[config.mk]
export PLATFORM = sky130hd
export DESIGN_NAME = wdt_reset_ctrl
export DESIGN_NICKNAME = d
export VERILOG_FILES = /design/src/rtl/wdt_pkg.sv /design/src/rtl/wdt_prescaler.sv /design/src/rtl/wdt_counter.sv /design/src/rtl/wdt_pin_filter.sv /design/src/rtl/wdt_reset_ctrl.sv
export SDC_FILE = /design/constraint.sdc
export NUM_CORES = 1
export LEC_CHECK = 0
export ABC_AREA = 1
export ABC_CLOCK_PERIOD_IN_PS = 2000
export CELL_PAD_IN_SITES_DETAIL_PLACEMENT = 1
export CELL_PAD_IN_SITES_GLOBAL_PLACEMENT = 1
export CORE_ASPECT_RATIO = 1.1
export CORE_MARGIN = 3
export CORE_UTILIZATION = 44
export DETAILED_ROUTE_END_ITERATION = 6
export GPL_TIMING_DRIVEN = 0
export PLACE_DENSITY = 0.85
export SYNTH_ARGS = -nofsm -noshare
export SYNTH_HDL_FRONTEND = slang
export SYNTH_SLANG_ARGS = --single-unit
[constraint.sdc]
create_clock -name clk -period 2 [get_ports clk]
set_input_delay 0.6 -clock clk [delete_from_list [all_inputs] [get_ports clk]]
set_output_delay 0.6 -clock clk [all_outputs]
set_load 0.05 [all_outputs]
[src/rtl/wdt_pkg.sv]
package wdt_pkg;

    // Reset sequencer states
    typedef enum logic [1:0] {
        ST_RUN     = 2'd0,
        ST_PIN_RST = 2'd1,
        ST_HOLD    = 2'd2
    } rst_state_t;

endpackage

[src/rtl/wdt_prescaler.sv]
module wdt_prescaler #(
    parameter int MC_CLKS   = 6,
    parameter int SLOW_MULT = 8
) (
    input  logic clk,
    input  logic por_n,
    input  logic slow_sel,
    input  logic hold,
    output logic tick
);
    localparam int DIV_SLOW = MC_CLKS * SLOW_MULT;
    localparam int PW       = $clog2(DIV_SLOW);

    logic [PW-1:0] div_cnt;
    logic [PW-1:0] last_val;

    assign last_val = slow_sel ? PW'(DIV_SLOW - 1) : PW'(MC_CLKS - 1);

    // >= so a switch to the fast rate mid-count wraps at once
    assign tick = !hold && (div_cnt >= last_val);

    always_ff @(posedge clk or negedge por_n) begin
        if (!por_n) begin
            div_cnt <= '0;
        end else if (hold || (div_cnt >= last_val)) begin
            div_cnt <= '0;
        end else begin
            div_cnt <= div_cnt + 1'b1;
        end
    end

endmodule

[src/rtl/wdt_counter.sv]
module wdt_counter #(
    parameter int CNT_W = 14
) (
    input  logic             clk,
    input  logic             por_n,
    input  logic             tick,
    input  logic             clr,
    output logic [CNT_W-1:0] cnt,
    output logic             overflow
);
    // The top stage sets after 2^(CNT_W-1) ticks
    assign overflow = cnt[CNT_W-1];

    always_ff @(posedge clk or negedge por_n) begin
        if (!por_n) begin
            cnt <= '0;
        end else if (clr) begin
            cnt <= '0;
        end else if (tick) begin
            cnt <= cnt + 1'b1;
        end
    end

endmodule

[src/rtl/wdt_pin_filter.sv]
module wdt_pin_filter #(
    parameter int MIN_LOW = 24
) (
    input  logic clk,
    input  logic por_n,
    input  logic pin_n,
    output logic accept
);
    localparam int LIM = MIN_LOW + 1;
    localparam int CW  = $clog2(LIM + 1);

    logic          sync1;
    logic          sync2;
    logic [CW-1:0] low_cnt;

    always_ff @(posedge clk or negedge por_n) begin
        if (!por_n) begin
            sync1 <= 1'b1;
            sync2 <= 1'b1;
        end else begin
            sync1 <= pin_n;
            sync2 <= sync1;
        end
    end

    // Count synchronized low cycles, saturating once accepted
    always_ff @(posedge clk or negedge por_n) begin
        if (!por_n) begin
            low_cnt <= '0;
        end else if (sync2) begin
            low_cnt <= '0;
        end else if (low_cnt != CW'(LIM)) begin
            low_cnt <= low_cnt + 1'b1;
        end
    end

    assign accept = (low_cnt == CW'(LIM));

endmodule

[src/rtl/wdt_reset_ctrl.sv]
module wdt_reset_ctrl
    import wdt_pkg::*;
#(
    parameter int MC_CLKS    = 6,
    parameter int SLOW_MULT  = 8,
    parameter int CNT_W      = 14,
    parameter int HOLD_MC    = 4,
    parameter int PIN_MIN    = 24,
    parameter int SEL_W      = 4,
    parameter int PORT_MATCH = 8
) (
    input  logic             clk,
    input  logic             por_n,
    input  logic             ext_rst_n,
    input  logic             osc_slow,
    input  logic             wdt_clr,
    input  logic             port_clr_en,
    input  logic             port_set_stb,
    input  logic [SEL_W-1:0] port_sel,
    input  logic             stop_mode,
    output logic             cpu_rst,
    output logic             wdt_timeout
);
    localparam int HOLD_CLKS = MC_CLKS * HOLD_MC;
    localparam int HW        = $clog2(HOLD_CLKS + 1);

    rst_state_t       state;
    rst_state_t       state_nx;
    logic [HW-1:0]    hold_cnt;
    logic             pin_ok;
    logic             wdt_tick;
    logic             wdt_ovf;
    logic [CNT_W-1:0] wdt_cnt;
    logic             port_hit;
    logic             soft_clr;
    logic             timeout_evt;
    logic             hold_done;

    assign port_hit = port_clr_en && port_set_stb &&
                      (port_sel == SEL_W'(PORT_MATCH));
    assign soft_clr = wdt_clr || port_hit;

    wdt_pin_filter #(.MIN_LOW(PIN_MIN)) u_pin (
        .clk    (clk),
        .por_n  (por_n),
        .pin_n  (ext_rst_n),
        .accept (pin_ok)
    );

    wdt_prescaler #(.MC_CLKS(MC_CLKS), .SLOW_MULT(SLOW_MULT)) u_pre (
        .clk      (clk),
        .por_n    (por_n),
        .slow_sel (osc_slow),
        .hold     (stop_mode || cpu_rst),
        .tick     (wdt_tick)
    );

    wdt_counter #(.CNT_W(CNT_W)) u_cnt (
        .clk      (clk),
        .por_n    (por_n),
        .tick     (wdt_tick),
        .clr      (soft_clr || stop_mode || cpu_rst),
        .cnt      (wdt_cnt),
        .overflow (wdt_ovf)
    );

    assign hold_done = (hold_cnt == HW'(HOLD_CLKS - 1));

    // Next-state logic
    always_comb begin
        state_nx = state;
        unique case (state)
            ST_RUN: begin
                if (pin_ok)       state_nx = ST_PIN_RST;
                else if (wdt_ovf) state_nx = ST_HOLD;
            end
            ST_PIN_RST: begin
                if (!pin_ok)      state_nx = ST_HOLD;
            end
            ST_HOLD: begin
                if (pin_ok)         state_nx = ST_PIN_RST;
                else if (hold_done) state_nx = ST_RUN;
            end
            default: state_nx = ST_HOLD;
        endcase
    end

    // State register and reset-tail counter
    always_ff @(posedge clk or negedge por_n) begin
        if (!por_n) begin
            state    <= ST_HOLD;
            hold_cnt <= '0;
        end else begin
            state <= state_nx;
            if (state == ST_HOLD && state_nx == ST_HOLD) begin
                hold_cnt <= hold_cnt + 1'b1;
            end else begin
                hold_cnt <= '0;
            end
        end
    end

    // Output decode
    always_comb begin
        cpu_rst     = (state != ST_RUN);
        timeout_evt = (state == ST_RUN) && !pin_ok && wdt_ovf;
    end

    // Sticky timeout flag
    always_ff @(posedge clk or negedge por_n) begin
        if (!por_n) begin
            wdt_timeout <= 1'b0;
        end else if (timeout_evt) begin
            wdt_timeout <= 1'b1;
        end else if (soft_clr) begin
            wdt_timeout <= 1'b0;
        end
    end

endmodule

==> key figures <==
Run status
  • Status: complete, no violations

Global route
  • First-pass GRT wire length: 8450 um
  • Vias in the first global route: 1877
  • Gr usage total: 19.4%
  • Initial antenna violation count: 0
  • Global route overflow: 0
  • Pin count of the biggest net entering global routing: 36

Timing
  • Clk_skew: 0.00648 ns
  • Slew at the pin with the worst max-slew slack: 0.777 ns
  • Setup_tns: 0 ns
  • Slew HR: 48.2%
  • Peak Freq: 541 MHz
  • Unrepaired setup endpoints after global routing: false
  • Final Cycle Share: 92.5%
  • Min cycle time layout: 1.85 ns
  • Final slew viol count: 0
  • Worst Hold Margin: 0.364 ns
  • Final Setup Violations: 0
  • Final Hold Vio Count: 0

Power
  • Pwr Total: 1.41 mW
  • Cell leakage power: 1.15 nW
  • Peak VDD IR: 434 uV
  • PD cells: 597 mW/mm2

Yosys
  • Synth Area in Compound Gates: 6.95%
  • Top FF cell, synth: dfrtp_1
  • Syn Area/Cell: 8.62 um2
  • Synth Instances: 232
  • Area leader, netlist: dfrtp_1
  • Syn Nets: 252
  • Largest family of logic cells by synthesized area: simple AND/OR/NAND/NOR gates
  • Mux contribution to synthesized area: 0%
  • Adder-cell area share of the yosys netlist: 5.01%
  • Area share of the largest cell type after synthesis: 40.1%
  • Mapped Area: 0.00200 mm2
  • Post-Synth Simple-Gate Area: 32.9%
  • Synth top area cells: dfrtp_1, nand2_1, nand3_1, nor2_1, ha_1
  • Post-synthesis register bit count: 35
  • Asr flop ratio synth: 100%
  • EDFF count, synth: 0
  • Synth top cells by count: nand2_1, dfrtp_1, nor2_1
  • Count leader, synth: nand2_1
  • Register area share after synthesis: 44.0%
  • Synth cell types: 33
  • Synth warnings: 0
  • Xor-xnor portion of the synthesized cell area: 3.94%

Placement
  • Placement Cell Area: 0.00219 mm2
  • RD Place Congestion: 0.802
  • PortBufs: 13
  • HPWL Detailed: 3130 um

Layout
  • Antenna diode count: 0
  • # fillers: 519
  • Share of cells above drive strength 1: 16.8%
  • Area grow syn2layout: 18.5%
  • NumNets Final: 275
  • Final Cell Area: 0.00237 mm2

Floorplanning
  • Die width: 70.3 um
  • Starting density of the core: 46.0%
  • Io pins: 14
  • Core Area: 0.00435 mm2
  • Number of cell rows: 25
  • Die area: 0.00539 mm2
  • Die height: 76.7 um

Critical path
  • Worst path cell trace: inv_2 > nand2_4 > buf_2
  • RR Endpoint: u_cnt.cnt[10]
  • Worst Path Required: 1.40 ns
  • CP delay by family, top: flip-flops
  • Worst r2r path cells: 9
  • Buf+Inv Stages, Crit Path: 2
  • Critical Path Slowest Stage Cell: dfstp_2
  • Crit end category: primary output
  • CP Max Fanout: 4
  • Crit Path Category: reg2out
  • R2R Setup Slk: 0.41 ns
  • CP max stage delay: 0.55 ns
  • Critical Path AT: 1.25 ns
  • Startpoint Class: flip-flop
  • Worst r2r src: u_pre.div_cnt[5]

Clock tree
  • TritonCTS Buffers: 5
  • Clock root buffer: clkbuf_8
  • Post-CTS Hold Fix Bufs: 0
  • CTS tree: done
  • Clock tree buffer depth: 2
  • CTS HTree Levels: 2
  • CTS Sinks: 35
  • Reg clk slew, reported paths: 0.06 ns
  • Clk Latency, worst-skew pair: 0.29 ns

Detailed routing
  • Post-route ant nets: 0
  • Via density: 5.35
  • # DRC: 0
  • Routed wire length: 4740 um
  • Pre-antenna DRT Iters: 5
  • Overall via count from detail_route: 1658
  • Drt wl/cell: 15.3 um
  • Iter 0 DRT Violations: 49

Worst hold path
  • Hold path endpoint: u_pin.sync2
  • Hold path start: u_pin.sync1
  • Hold Crit Class: reg2reg
  • Worst hold stages: 0

Flow run
  • Number of max-cap violations: 0
## per-stage QoR
step	cells	worst slack [ns]	util, %
global placement	299	-0.477	50.5
finish	310	0.151	54.5
global route	310	0.0912	54.5
detailed placement	299	-0.444	50.4
CTS	309	0.00548	53.8
floorplan	232	0.209	-
## flip-flops by register name (all words and copies together), names as in the netlist
name,flops
u_cnt.cnt,14
u_pre.div_cnt,6
hold_cnt,5
u_pin.low_cnt,5
state,2
u_pin.sync1,1
u_pin.sync2,1
wdt_timeout,1
## cell families (layout without fill, tap and decap cells)
group / count (synthesis) / count (layout)
flops: 35 / 35
xor+xnor: 9 / 9
fa+ha+maj: 8 / 8
simple gates: 128 / 128
compound gates: 20 / 20
buf+inv: 32 / 56
## cells in the final DEF, fill, tap and decap left out, types with 7 or more instances in the layout
| cell | count |
|---|---|
| inv_1 | 24 |
| nand2_1 | 43 |
| dfrtp_1 | 32 |
| a21oi_1 | 7 |
| nand3_1 | 22 |
| clkbuf_8 | 7 |
| ha_1 | 7 |
| clkdlybuf4s50_1 | 9 |
| nor2_1 | 29 |
| xor2_1 | 8 |
| nand4_1 | 10 |
## what timing repair did
action	4_1_cts	5_1_grt
resized for setup	7	10
buffers inserted	2	0
endpoints found under the setup margin	20	17
gates cloned	0	1
pin swaps	4	5
## final cells by class
cell class,instances,area [um2],area share (%)
timing repair buffer,16,160,6.76
clock buffer,8,100,4.23
multi-input combinational,165,1020,42.9
tap,54,67.6,2.85
sequential,35,880,37.1
buffer,3,33.8,1.43
inverter,29,111,4.70
## where the power goes
part	total [mW]	leakage, nW	internal [mW]	switching, mW
combinational	0.110	0.627	0.0472	0.0630
sequential	0.736	0.473	0.722	0.0139
clock	0.567	0.0515	0.314	0.253
total	1.41	1.15	1.08	0.330
## how the worst max path moves through the flow
stage,from,end,depth (start not counted)
floorplan,osc_slow,u_cnt.cnt[9],10
global placement,por_n,u_cnt.cnt[11],1
detailed placement,osc_slow,u_cnt.cnt[6],9
CTS,osc_slow,u_cnt.cnt[4],11
global route,state[1],cpu_rst,3
finish,state[1],cpu_rst,3
## worst reg2reg max path, stage by stage, from the launching register on
cell and delay, ns:
dfrtp_1 0.43, ha_4 0.30, inv_1 0.05, nor2_2 0.12
nand3b_4 0.12, nand2_4 0.12, nand2_4 0.07, buf_6 0.14
nand3_1 0.07, nand2_1 0.06
## routing by layer
metal  routed length (um)  part of all wire [%]  vias to the layer above  GRT usage (%)
met5                    0                     0                        -              0
met2                 2380                    50                       40           34.0
met4                  122                   2.6                        0           7.47
met1                 2070                    44                      798           22.6
met3                  171                   3.6                       16           4.72
li1                     -                     -                      804              -
Power figures use the tool's default switching activity.
